File: src/rtl/serial_tx_fracdiv.sv
module serial_tx_fracdiv #(
  parameter int DIV_W   = 16,
  parameter int FRAC_W  = 3,
  parameter int MAXBITS = 12
) (
  input  logic             clk,
  input  logic             rst_n,
  input  logic             wr_en,
  input  logic [1:0]       wr_sel,
  input  logic [DIV_W-1:0] wr_data,
  output logic             txd,
  output logic             hold_empty,
  output logic             tx_empty
);
  localparam int PER_W = DIV_W + 5;
  localparam int CNT_W = $clog2(MAXBITS + 1);

  logic [1:0]        len_q;
  logic              stop2_q, even_q, par_q;
  logic [DIV_W-1:0]  div_q;
  logic [FRAC_W-1:0] frac_q;
  logic [7:0]        hold_q;
  logic              hold_full, busy;
  logic [MAXBITS-1:0] shreg, frame;
  logic [CNT_W-1:0]  bits_left, nbits;
  logic [PER_W-1:0]  tick_cnt, per_q, period_now;
  logic              pbit, last_tick, load_now, wr_hold;

  assign wr_hold    = wr_en && wr_sel == 2'd3;
  assign period_now = PER_W'({div_q, 4'b0000}) + PER_W'(frac_q) + PER_W'(16);
  assign nbits      = CNT_W'(7) + CNT_W'(len_q) + CNT_W'(par_q) + CNT_W'(stop2_q);
  assign last_tick  = busy && tick_cnt == '0 && bits_left == CNT_W'(1);
  assign load_now   = hold_full && div_q != '0 && (!busy || last_tick);

  always_comb begin
    int dbits;
    dbits = int'(len_q) + 5;
    pbit  = !even_q;
    frame = '1;
    frame[0] = 1'b0;
    for (int i = 0; i < 8; i++)
      if (i < dbits) begin
        frame[i+1] = hold_q[i];
        pbit = pbit ^ hold_q[i];
      end
    for (int i = 0; i < MAXBITS; i++)
      if (par_q && i == dbits + 1) frame[i] = pbit;
  end

  always_ff @(posedge clk or negedge rst_n) begin
    if (!rst_n) begin
      len_q <= '0; stop2_q <= 1'b0; even_q <= 1'b0; par_q <= 1'b0;
      div_q <= '0; frac_q <= '0; hold_q <= '0;
    end else if (wr_en) begin
      case (wr_sel)
        2'd0: begin
          len_q <= wr_data[1:0]; stop2_q <= wr_data[2];
          even_q <= wr_data[3]; par_q <= wr_data[5];
        end
        2'd1: div_q  <= wr_data;
        2'd2: frac_q <= wr_data[FRAC_W-1:0];
        default: hold_q <= wr_data[7:0];
      endcase
    end
  end

  always_ff @(posedge clk or negedge rst_n) begin
    if (!rst_n) begin
      hold_full <= 1'b0;
      busy      <= 1'b0;
      shreg     <= '1;
      bits_left <= '0;
      tick_cnt  <= '0;
      per_q     <= '0;
    end else begin
      if (wr_hold)       hold_full <= 1'b1;
      else if (load_now) hold_full <= 1'b0;

      if (load_now) begin
        busy      <= 1'b1;
        shreg     <= frame;
        bits_left <= nbits;
        per_q     <= period_now;
        tick_cnt  <= period_now - PER_W'(1);
      end else if (busy && tick_cnt == '0) begin
        shreg     <= {1'b1, shreg[MAXBITS-1:1]};
        bits_left <= bits_left - CNT_W'(1);
        tick_cnt  <= per_q - PER_W'(1);
        if (bits_left == CNT_W'(1)) busy <= 1'b0;
      end else if (busy) begin
        tick_cnt <= tick_cnt - PER_W'(1);
      end
    end
  end

  assign txd        = busy ? shreg[0] : 1'b1;
  assign hold_empty = !hold_full;
  assign tx_empty   = !hold_full && !busy;

  assert_idle_high_R3: assert property (@(posedge clk) disable iff (!rst_n)
    !busy |-> txd);
  assert_start_low_R2: assert property (@(posedge clk) disable iff (!rst_n)
    $rose(busy) |-> !txd);
  assert_write_clears_R7: assert property (@(posedge clk) disable iff (!rst_n)
    wr_hold |=> (!hold_empty && !tx_empty));
  assert_nodiv_silent_R6: assert property (@(posedge clk) disable iff (!rst_n)
    (div_q == '0 && !busy) |=> !busy);
  assert_flag_order_R8: assert property (@(posedge clk) disable iff (!rst_n)
    tx_empty |-> hold_empty);
  assert_rate_frozen_R9: assert property (@(posedge clk) disable iff (!rst_n)
    (busy && !last_tick) |=> $stable(per_q));
endmodule

File: config.mk
export PLATFORM = sky130hd
export DESIGN_NAME = serial_tx_fracdiv
export DESIGN_NICKNAME = d
export VERILOG_FILES = /design/src/rtl/serial_tx_fracdiv.sv
export SDC_FILE = /design/constraint.sdc
export NUM_CORES = 1
export LEC_CHECK = 0
export BUFFER_PORTS_ARGS = -buffer_cell sky130_fd_sc_hd__buf_2
export CELL_PAD_IN_SITES_DETAIL_PLACEMENT = 1
export CELL_PAD_IN_SITES_GLOBAL_PLACEMENT = 2
export CORE_UTILIZATION = 40
export DETAILED_ROUTE_END_ITERATION = 7
export PLACE_DENSITY_LB_ADDON = 0.1
export SETUP_SLACK_MARGIN = 0.05
export SKIP_CTS_REPAIR_TIMING = 1
export SLEW_MARGIN = 20
export SYNTH_ARGS = -nofsm -noshare
export SYNTH_HDL_FRONTEND = slang
export SYNTH_SLANG_ARGS = --single-unit
File: constraint.sdc
create_clock -name clk -period 5.4 [get_ports clk]
set_input_delay 1.08 -clock clk [delete_from_list [all_inputs] [get_ports clk]]
set_output_delay 1.08 -clock clk [all_outputs]
set_load 0.01 [all_outputs]
[Yosys cells after proc, flatten, opt, wreduce, memory -nomap -nowiden]
Cells that the tools add are included.
W data, S select, Z words.
Storage, ports and cells
  register bits: 92
  output and inout bits: 3
  logic and storage cells: 133
Cells by class
  add/sub/neg operators: 11
  order comparisons: 8
  equality and inequality tests: 15
  muxes and demuxes: 41
  bitwise gates (word level): 9
  reduce and logical (&&, ||, !) cells: 36
Operators with widths (number)
  $eq A4 B32 Y1 const A: 4
  $eq A5 B32 Y1 const A: 3
  $eq A3 B32 Y1 const A: 2
  $mux W21: 3
  $sub A21 B1 Y21 const B: 3
  $mux W1: 34
  $eq A2 B32 Y1 const A: 1
  $logic_not A32 Y1: 1
  $mux W12: 2
  $add A20 B3 Y21: 1
  $add A21 B5 Y21 const B: 1
  $logic_not A21 Y1: 1
  $logic_and A1 B1 Y1: 18
  $lt A3 B4 Y1 const A: 4
  $reduce_bool A16 Y1: 1
  $reduce_and A2 Y1: 5
  $add A4 B1 Y4: 2
  $lt A1 B4 Y1 const A: 2
  $lt A2 B4 Y1 const A: 2
  $mux W4: 2
  $xor A1 B1 Y1: 8
  $reduce_bool A2 Y1: 3
  $add A4 B1 Y5 const B: 1
  $eq A4 B5 Y1 const A: 1
  12 further kinds: 15

[Depth between registers and ports, before layout]
Gate-level depths: netlist of run 1.
  depth in word-level cells: 19
  mapped depth: 18

[Least setup slack after synthesis of run 1]
Ideal clock, no wire load.
  kind: reg2reg
  from: reg div_q[0]
  to: reg tick_cnt[10]
  setup time: 0.122 ns
  arrival: 3.641 ns
  slack: 1.637 ns
  stages on the path, launching flop included: 19
  buffers on the path: 5
  cells stage by stage: dfrtp_1 inv_1 ha_1 or4b_4 o41ai_2 buf_2 nor2_1 clkbuf_1 clkbuf_1 buf_1 nand2_1 o21a_1 ha_1 and2_0 clkbuf_1 nand4_1 o21ai_0 o21ai_0 a32o_1
On the way
  cells in the longest elaborated chain, start to end: 4
  elaborated cells between the ends (all ways): 8
RTL lines
  start, declared: RTL line 20  | logic [DIV_W-1:0] div_q;
  start signal, assigned: RTL line 60  | 2'd1: div_q <= wr_data;
  $add A20 B3 Y21: RTL line 30  | assign period_now = PER_W'({div_q, 4'b0000}) + PER_W'(frac_q) + PER_W'(16);
  $add A21 B5 Y21: RTL line 30
  net period_now[4]: RTL line 26  | logic [PER_W-1:0] tick_cnt, per_q, period_now;
  $sub A21 B1 Y21: RTL line 84  | tick_cnt <= period_now - PER_W'(1);
  $mux W21: RTL line 79  | if (load_now) begin
  end signal, assigned: RTL line 84
  end signal, assigned: RTL line 88  | tick_cnt <= per_q - PER_W'(1);
  end signal, assigned: RTL line 91  | tick_cnt <= tick_cnt - PER_W'(1);
  end, declared: RTL line 26
The timed path passes the listed nets, and every way through them passes these cells.
A chain may end at the register's enable or synchronous reset.

[Worst setup path in the final report of run 1]
  from: reg tick_cnt[2]
  to: reg tick_cnt[10]
On the way
  cells in the longest elaborated chain, start to end: 6
  elaborated cells between the ends (all ways): 10
RTL lines
  branches (longest 6 deep; another with $sub A21 B1 Y21)
Parallel ways; which one is timed is not known. The select of a mux whose other input is x is not followed.

==> summary.txt, run 1 <==
outcome: finished, final reports clean
H-tree levels: 3
CP Launch Type: flip-flop
hpwl dp: 11,100 µm
Syn-to-layout area delta: 10.9%
Min-Delay Path Class: flip-flop to flip-flop
Filler Cell Count: 1,480
FF+latch count, synth: 91
Clock Skew: 0.00512 ns
layout cells sized above 1: 18.1%
count of buffer and inverter cells on the critical path: 0
clk sink count: 91
CP dominant cell by count: o21ai_0
Tot GR Track Use: 24.4%
via count: 4,391
setup TNS: 0 ns
vias per cell: 5.79
CP Max Fanout: 14
Die Y: 117 µm
post-route setup slack: 1.63 ns
Levels on crit path: 11
Slew headroom: 38.2%
drt pass-1 iters: 4
WL final: 15,200 µm
crit end category: flip-flop
Crit Path Category: flip-flop to flip-flop
clk buf depth: 2
cells on worst reg2reg path: 11
EDFF count, synth: 0
Critical Path RT: 5.63 ns
CTS tree: done
GP Congestion: 0.868
Fin. Hold Viols: 0
Core ar.: 12,800 µm²
Slew Limit Fails: 0
Synth warnings: 0
Cell Area, Synth: 5300 µm²
Num CTS Buffers: 9
crit-path leading delay family: simple AND/OR/NAND/NOR gates
Overflow after GRT: 0
fmax: 0.265 GHz
most common cell after layout, fill and taps aside: dfrtp_1
fraction of registers with async set/reset: 100%
Routed wire per std cell: 20.1 µm
Final min period: 3.77 ns
commonest cells after routing, fill and taps aside: 79 x dfrtp_1, 75 x nand2_1, 38 x nor2_1, 38 x o21ai_0, 36 x mux2_2
first-pass GRT wire length: 24,800 µm
dpl ws: 1.70 ns
final setup violation count: 0
Top Ports: 24
Arr. time, crit path: 4.01 ns
Leakage: 2.39 nW
Primary FF master, synth: dfrtp_1
CTS root buf: clkbuf_16
site row count: 41
Unique masters post-synth: 61
synthesized area per cell: 9.31 µm²
Worst Tran Pin Value: 0.925 ns
worst vdd ir: 0.223 mV
RSZ-0062 raised after global routing: false
sequential fraction of the synthesis area: 43.3%
DRC Markers: 0
largest net degree at the start of global routing: 54
final core utilization: 46.0%
Clock Latency Late Sink: 0.34 ns
Mapped Nets: 599
Reg2Reg Setup Slack: 1.63 ns
initial antenna violation count: 0
# diodes: 0
Detail Route Antenna Nets: 0
hold depth: 2
CP max-delay cell: and4_1
post-route clock period utilization: 69.9%
Die X: 117 µm
final net count: 612
CP max stage delay: 0.54 ns
PwrDens: 436 nW/µm²
crit-path cells: nor4_1 -> and4_1 -> a31oi_1 -> nor2_4 -> o21a_1 -> ha_1 -> and2_0 -> nand4_1 -> o21ai_0 -> o21ai_0 -> a32o_1
die area: 13,700 µm²
# Max-Cap Violations: 0
clock transition at the registers of the reported paths: 0.07 ns
drt first-iter violations: 220
Mapped Cells: 569
Initial Util: 41.5%
# port buffers: 23
vias in the first global route: 4,486
[metrics by stage]
stage | power (W) | hold WS, ns | cell area (µm²) | std cells
CTS | 0.00258 | 0.477 | 5880 | 759
global placement | 0.00188 | 0.463 | 5570 | 743
detailed placement | 0.00191 | 0.463 | 5570 | 743
global route | 0.00273 | 0.503 | 5880 | 759
floorplan | 0.00166 | 0.444 | 5300 | 569
finish | 0.00256 | 0.474 | 5880 | 759
[worst paths after layout]
check / startpoint / endpoint
setup reg to reg: tick_cnt[2] / tick_cnt[10]
max in group asynchronous: rst_n / per_q[13]
setup / recovery: tick_cnt[2] / tick_cnt[10]
hold reg to reg: shreg[0] / shreg[0]
min in group asynchronous: rst_n / tick_cnt[11]
hold / removal: shreg[0] / shreg[0]
[report_power, final]
| group | internal, W | total (W) | switching (W) |
|---|---|---|---|
| sequential | 0.000902 | 0.00112 | 0.000219 |
| combinational | 0.000361 | 0.000787 | 0.000426 |
| clock | 0.000372 | 0.000652 | 0.000281 |
[per-layer routing]
metal / up-vias / track usage [%] / part of all wire, %
met5: - / 0 / 0
met4: 0 / 5.74 / 0.82
met3: 7 / 4.84 / 4.4
met2: 72 / 38.1 / 46
met1: 2213 / 34.7 / 49
li1: 2099 / - / -
[worst reg2reg max path: stages (launching register included)]
cell and delay [ns]:
dfrtp_1 0.42, nor4_1 0.45, and4_1 0.54, a31oi_1 0.37, nor2_4 0.37, o21a_1 0.20, ha_1 0.23, and2_0 0.37
nand4_1 0.12, o21ai_0 0.18, o21ai_0 0.17, a32o_1 0.26
[cell families after synthesis]
| family | synth area share, % |
|---|---|
| simple gates | 19.5 |
| mux | 9.54 |
| flops | 43.3 |
| buf+inv | 3.21 |
| compound gates | 16.9 |
| xor+xnor | 5.29 |
| fa+ha+maj | 2.27 |
[synth_stat cells (3+ instances only)]
library cell,number,area (µm²)
inv_1,14,52.6
nand4_1,10,62.6
or2_2,5,31.3
o21a_1,11,82.6
nor3b_1,3,22.5
a21oi_1,30,150
nand2b_1,5,31.3
ha_1,8,100
buf_2,4,20.0
a31oi_1,10,62.6
xnor2_1,21,184
mux2i_1,10,100
clkbuf_1,20,75.1
and3_1,5,31.3
or4_1,4,30.0
a32o_1,3,30.0
or3_1,5,31.3
nand2_1,75,282
mux2_2,36,405
nand3b_1,3,22.5
nand3_1,27,135
dfrtp_1,79,1980
a221o_1,5,50.1
a211oi_1,4,30.0
a21boi_0,3,22.5
o22ai_1,4,25.0
o21ai_0,38,190
nor3_1,12,60.1
xor2_1,11,96.3
nor4_1,10,62.6
o211ai_1,5,37.5
nor2_1,39,146
buf_1,3,11.3
dfstp_2,12,315
[registers in the layout, indices dropped and copies added (netlist names)]
signal,cells
bits_left,4
hold_q,8
stop2_q,1
frac_q,3
par_q,1
hold_full,1
len_q,2
tick_cnt,21
div_q,16
shreg,12
busy,1
even_q,1
per_q,20
[area by class of cell]
| class | instances | area, µm² | area share (%) |
|---|---|---|---|
| clock inverters | 6 | 63.8 | 1.09 |
| flip-flops and latches | 91 | 2290 | 39.0 |
| clock buffers | 10 | 239 | 4.07 |
| well taps | 172 | 215 | 3.66 |
| multi-input cells | 436 | 2840 | 48.4 |
| repair buffers | 30 | 170 | 2.90 |
| inverters | 14 | 52.6 | 0.894 |
Power figures use the tool's default switching activity.
==> inputs of run 2 (changes only) <==
- ABC_AREA: not set -> 1
- CORE_UTILIZATION: 40 -> 36
- clock period: 5.4 -> 3.62 ns (I/O delays scaled with it)
==> summary.txt, run 2 <==
outcome: finished, final reports clean
Critical Path RT: 3.83 ns (-1.80 ns)
H-tree levels: 3 (unchanged)
Die X: 122 µm (+4.3%)
via count: 4,550 (+3.6%)
Mapped Cells: 701 (+23%)
Clock Power Share: 30.7% (+5.2 points)
Arr. time, crit path: 3.34 ns (-0.67 ns)
sequential fraction of the synthesis area: 44.1% (+0.82 points)
Fin. Hold Viols: 0 (unchanged)
clk buf depth: 2 (unchanged)
Leakage: 2.87 nW (+20%)
Worst Tran Pin Value: 0.829 ns (-0.0954 ns)
Pint: 0.00192 W (+18%)
EDFF count, synth: 0 (unchanged)
post-synth top area share: 38.0% (+0.71 points)
Seq pwr share: 43.0% (-0.8 points)
Crit Reg-Reg Startpoint: div_q[0]
RR Endpoint: tick_cnt[15]
RSZ-0062 raised after global routing: false
# diodes: 0 (unchanged)
Mapped Nets: 731 (+22%)
Overflow after GRT: 0 (unchanged)
switch share: 35.7% (-0.48 points)
clock transition at the registers of the reported paths: 0.07 ns (about the same)
Tot GR Track Use: 23.1% (-1.3 points)
final hold slack: 0.454 ns (-0.0204 ns)
Clock Latency Late Sink: 0.35 ns (about the same)
WL final: 15,300 µm (+0.52%)
Routed wire per std cell: 16.9 µm (-16%)
Die Y: 122 µm (+4.3%)
Biggest register: tick_cnt
sw power: 0.00107 W (+15%)
Cell Area, Synth: 5200 µm² (-1.9%)
Min-Delay Path Class: input pin to asynchronous set/reset pin
Slew Limit Fails: 0 (unchanged)
fraction of registers with async set/reset: 100% (unchanged)
setup TNS: 0 ns (unchanged)
Slew headroom: 44.7% (+6.5 points)
Core ar.: 14,000 µm² (+9.5%)
crit end category: flip-flop
CTS tree: done
placed cell areas: 5490 µm² (-1.4%)
main area contributors after synthesis: dfrtp_1 38%, nand2_1 12%, inv_1 6.8%, o21ai_0 6.7%, nand3_1 6.4%
Synth warnings: 0 (unchanged)
Top Ports: 24 (unchanged)
commonest cells after routing, fill and taps aside: 165 x nand2_1, 94 x inv_1, 79 x dfrtp_1, 75 x nor2_1, 70 x o21ai_0
max reg flops: 21 (unchanged)
cells on worst reg2reg path: 15 (+4)
Crit Path Category: flip-flop to flip-flop
post-route cell area: 5780 µm² (-1.6%)
# Max-Cap Violations: 0 (unchanged)
multi-input gate area in the final layout: 2430 µm² (-14%)
Num CTS Buffers: 9 (unchanged)
final setup violation count: 0 (unchanged)
vias in the first global route: 4,792 (+6.8%)
post-route clock period utilization: 86.4% (+17 points)
drt pass-1 iters: 5 (+1)
GP Congestion: 0.800 (-7.9%)
FF+latch count, synth: 91 (unchanged)
Syn-to-layout area delta: 11.2%
vias per cell: 5.02 (-13%)
Reg area: 2290 µm² (unchanged)
Clock Skew: 0.00747 ns (+0.00236 ns)
first-pass GRT wire length: 25,900 µm (+4.3%)
Synth area leader: dfrtp_1
Total Power: 0.00299 W (+17%)
Detail Route Antenna Nets: 0 (unchanged)
initial antenna violation count: 0 (unchanged)
most common cell after layout, fill and taps aside: nand2_1
DRC Markers: 0 (unchanged)
PwrDens: 517 nW/µm² (+19%)
synthesized area per cell: 7.42 µm² (-20%)
Primary FF master, synth: dfrtp_1
die area: 14,900 µm² (+8.9%)
Reg2Reg Setup Slack: 0.49 ns (-1.14 ns)
Filler Cell Count: 1,809 (+22%)
fmax: 0.320 GHz (+21%)
biggest regs: tick_cnt: 21 flops, per_q: 20 flops, div_q: 16 flops
drt first-iter violations: 220 (unchanged)
Comb pwr share: 26.4% (-4.3 points)
CP Launch Type: flip-flop
site row count: 43 (+4.9%)
CP Max Fanout: 39 (+25)
Unique masters post-synth: 37 (-39%)
CTS root buf: clkbuf_16
Initial Util: 37.2% (-4.3 points)
worst vdd ir: 0.221 mV (-0.89%)
final net count: 751 (+23%)
hpwl dp: 11,400 µm (+3.0%)
Final min period: 3.13 ns (-0.644 ns)
final core utilization: 41.3% (-4.7 points)
top-count cell post-synth: nand2_1
synth cell count leaders: 165 x nand2_1, 94 x inv_1, 79 x dfrtp_1
largest net degree at the start of global routing: 60 (+11%)
layout cells sized above 1: 11.4% (-6.6 points)
clk sink count: 91 (unchanged)
# port buffers: 23 (unchanged)
==> run 2: cell types whose count changed after synthesis, sizes merged, moves of 11 or more <==
cell / previous run / this run
inv: 14 / 98
mux2: 36 / 0
a21oi: 30 / 14
o21a: 11 / 0
xnor2: 21 / 8
o21ai: 39 / 80
nand3: 27 / 66
nor2: 39 / 85
nor4: 12 / 0
nand2: 75 / 172
==> run 2: worst max-delay path by stage <==
stage	slack, ns	end	cells after the start	start
after floorplan	1.21	tick_cnt[16]	20	div_q[0]
after global placement	0.62	tick_cnt[9]	14	div_q[10]
after detailed placement	0.48	tick_cnt[15]	15	div_q[0]
after CTS	0.46	tick_cnt[11]	15	div_q[0]
after global routing	0.18	tick_cnt[13]	16	div_q[0]
final	0.49	tick_cnt[15]	15	div_q[0]
==> run 2: worst max-delay path, stage by stage (launching register included) <==
cell and delay, ns:
dfrtp_1 0.39, inv_1 0.08, ha_1 0.20, nand3_1 0.08
nor2_1 0.05, a21oi_2 0.61, nand2_4 0.14, buf_4 0.31
nand2_1 0.11, nand2_1 0.13, nor2_1 0.20, nand2_1 0.12
nor2_4 0.25, nand3_1 0.12, nand3_1 0.09, o21ai_1 0.10
==> run 2: power groups by stage <==
stage | clock network, W | registers (W) | logic [W]
floorplan | 0 | 0.00125 | 0.000584
global placement | 0 | 0.00130 | 0.000767
detailed placement | 0 | 0.00130 | 0.000793
CTS | 0.000938 | 0.00128 | 0.000799
global route | 0.000982 | 0.00130 | 0.000917
finish | 0.000916 | 0.00128 | 0.000788
==> run 2: layout make-up <==
| class | instances | area share, % |
|---|---|---|
| Multi-Input combinational cell | 489 | 42.1 |
| Sequential cell | 91 | 39.7 |
| Inverter | 100 | 6.52 |
| Clock buffer | 12 | 4.44 |
| Tap cell | 180 | 3.90 |
| Timing Repair Buffer | 30 | 2.94 |
| Clock inverter | 4 | 0.433 |
==> run 2: logic make-up (layout without fill, tap and decap cells) <==
kind of cell / after synthesis / after routing / share of synthesized area [%]
simple gates: 343 / 343 / 28.5
buf+inv: 121 / 146 / 9.17
compound gates: 114 / 114 / 12.0
flops: 91 / 91 / 44.1
xor+xnor: 23 / 23 / 3.87
fa+ha+maj: 9 / 9 / 2.31
==> run 2: metal layers <==
metal,global-route usage (%),vias up,routed length (µm)
met5,0,-,0
met4,6.55,0,194
met3,3.60,14,271
met2,35.8,43,7030
met1,33.1,2212,7810
li1,-,2281,-
==> run 2: stage by stage <==
stage	worst slack (ns)	cells
floorplan	1.21	701
global placement	0.624	890
detailed placement	0.479	890
CTS	0.464	906
global route	0.176	906
finish	0.492	906
==> inputs of run 3 (changes only) <==
- ABC_AREA: 1 -> 0
- CORE_UTILIZATION: 36 -> 40
==> summary.txt, run 3 (synthesis results as in run 1) <==
Syn-to-layout area delta: 13.2%
Slew headroom: 47.7% (+2.9 points)
vias in the first global route: 4,592 (-4.2%)
post-route clock period utilization: 93.0% (+6.6 points)
# Max-Cap Violations: 0 (unchanged)
CP max-delay cell: o41ai_4
Worst Setup SP: div_q[0]
WL final: 15,500 µm (+1.1%)
# port buffers: 23 (unchanged)
CP Launch Type: flip-flop
outcome: finished, final reports clean
layout cells sized above 1: 20.4% (+9.0 points)
Levels on crit path: 12 (-3)
crit-path leading delay family: compound AO/OA/AOI/OAI gates
CP Max Fanout: 7 (-82%)
first-pass GRT wire length: 25,100 µm (-3.3%)
final core utilization: 46.9% (+5.6 points)
most common cell after layout, fill and taps aside: dfrtp_1
clk buf depth: 2 (unchanged)
Die X: 117 µm (-4.2%)
biggest regs: tick_cnt: 21 flops, per_q: 20 flops, div_q: 16 flops
hpwl dp: 11,500 µm (+0.93%)
Critical Path End: tick_cnt[10]
Critical Path RT: 3.85 ns (+0.02 ns)
Min-Delay Path Class: input pin to asynchronous set/reset pin
via count: 4,444 (-2.3%)
final setup violation count: 0 (unchanged)
CP max stage delay: 0.50 ns (-0.11 ns)
Clock Latency Late Sink: 0.34 ns (about the same)
RSZ-0062 raised after global routing: false
Reg2Reg Setup Slack: 0.25 ns (-0.24 ns)
cells on worst reg2reg path: 12 (-3)
Crit Path Category: flip-flop to flip-flop
commonest cells after routing, fill and taps aside: 79 x dfrtp_1, 75 x nand2_1, 38 x nor2_1, 38 x o21ai_0, 36 x mux2_2
# diodes: 0 (unchanged)
CTS root buf: clkbuf_16
vias per cell: 5.73 (+14%)
Die Y: 117 µm (-4.2%)
largest net degree at the start of global routing: 56 (-6.7%)
Crit Reg-Reg Startpoint: div_q[0]
dpl ws: 0.240 ns (-0.239 ns)
Arr. time, crit path: 3.60 ns (+0.26 ns)
Overflow after GRT: 0 (unchanged)
Slew Limit Fails: 0 (unchanged)
Routed wire per std cell: 20.0 µm (+18%)
GP Congestion: 0.885 (+11%)
Core ar.: 12,800 µm² (-8.7%)
Detail Route Antenna Nets: 0 (unchanged)
Final min period: 3.37 ns (+0.238 ns)
final hold slack: 0.437 ns (-0.0171 ns)
Initial Util: 41.5% (+4.3 points)
drt pass-1 iters: 4 (-1)
die area: 13,700 µm² (-8.2%)
Tot GR Track Use: 24.6% (+1.5 points)
H-tree levels: 3 (unchanged)
Top Ports: 24 (unchanged)
Worst Tran Pin Value: 0.783 ns (-0.0464 ns)
DRC Markers: 0 (unchanged)
initial antenna violation count: 0 (unchanged)
Fin. Hold Viols: 0 (unchanged)
clk sink count: 91 (unchanged)
fmax: 0.297 GHz (-7.1%)
Num CTS Buffers: 9 (unchanged)
clock transition at the registers of the reported paths: 0.06 ns (about the same)
Clock Skew: 0.00623 ns (-0.00125 ns)
PwrDens: 632 nW/µm² (+22%)
final net count: 628 (-16%)
Leakage: 2.48 nW (-13%)
crit end category: flip-flop
worst vdd ir: 0.262 mV (+19%)
drt first-iter violations: 188 (-15%)
max reg flops: 21 (unchanged)
RR Endpoint: tick_cnt[10]
Biggest register: tick_cnt
post-route cell area: 5990 µm² (+3.7%)
site row count: 41 (-4.7%)
count of buffer and inverter cells on the critical path: 1 (-1)
post-route setup slack: 0.254 ns (-0.238 ns)
Filler Cell Count: 1,481 (-18%)
CTS tree: done
setup TNS: 0 ns (unchanged)
crit-path cells: inv_1 -> ha_1 -> or4b_4 -> o41ai_4 -> nor2_4 -> nand2_1 -> o21a_1 -> ha_1 -> nand2_1 -> o21ai_0 -> o21ai_0 -> a32o_1
placed cell areas: 5700 µm² (+3.8%)
==> run 3: cell types whose count changed in the layout (fill, tap and decap cells not counted), sizes merged, moves of 12 or more <==
cell	delta
nand2	-97
inv	-83
nor2	-46
o21ai	-41
nand3	-39
mux2	+36
a21oi	+16
buf	+16
xnor2	+13
nor4	+12
==> run 3: metrics by stage <==
step	std cells	total power, W
2_1_floorplan	569	0.00248
3_3_place_gp	759	0.00285
3_5_place_dp	759	0.00289
4_1_cts	775	0.00380
5_1_grt	775	0.00403
6_report	775	0.00379
==> run 3: final cells by class <==
cell class              instances  area (µm²)  area share [%]
multi-input cells             436        2880            48.0
flip-flops and latches         91        2290            38.2
repair buffers                 46         290            4.84
clock buffers                  12         236            3.94
well taps                     172         215            3.59
inverters                      14        52.6           0.877
clock inverters                 4        28.8           0.480
==> run 3: how the worst min path moves through the flow <==
stage	from	end	slack (ns)	cells after the start
6_report	rst_n	per_q[15]	0.44	1
5_1_grt	rst_n	per_q[15]	0.50	1
4_1_cts	rst_n	per_q[17]	0.48	1
3_5_place_dp	shreg[0]	shreg[0]	0.47	2
3_3_place_gp	shreg[0]	shreg[0]	0.46	2
2_1_floorplan	rst_n	bits_left[0]	0.43	0
==> run 3: report_power, final <==
part	switching, W	leakage, nW	total, W	internal (W)
sequential	0.000333	1.08	0.00168	0.00135
combinational	0.000669	1.28	0.00123	0.000565
clock	0.000405	0.123	0.000873	0.000468
total	0.00141	2.48	0.00379	0.00238
==> run 3: routing by layer <==
| layer | track usage, % | vias up | share of wire (%) |
|---|---|---|---|
| met4 | 9.54 | 0 | 2.2 |
| met1 | 36.3 | 2208 | 51 |
| met2 | 36.6 | 79 | 43 |
| met3 | 2.83 | 22 | 3.1 |
| met5 | 0 | - | 0 |
| li1 | - | 2135 | - |
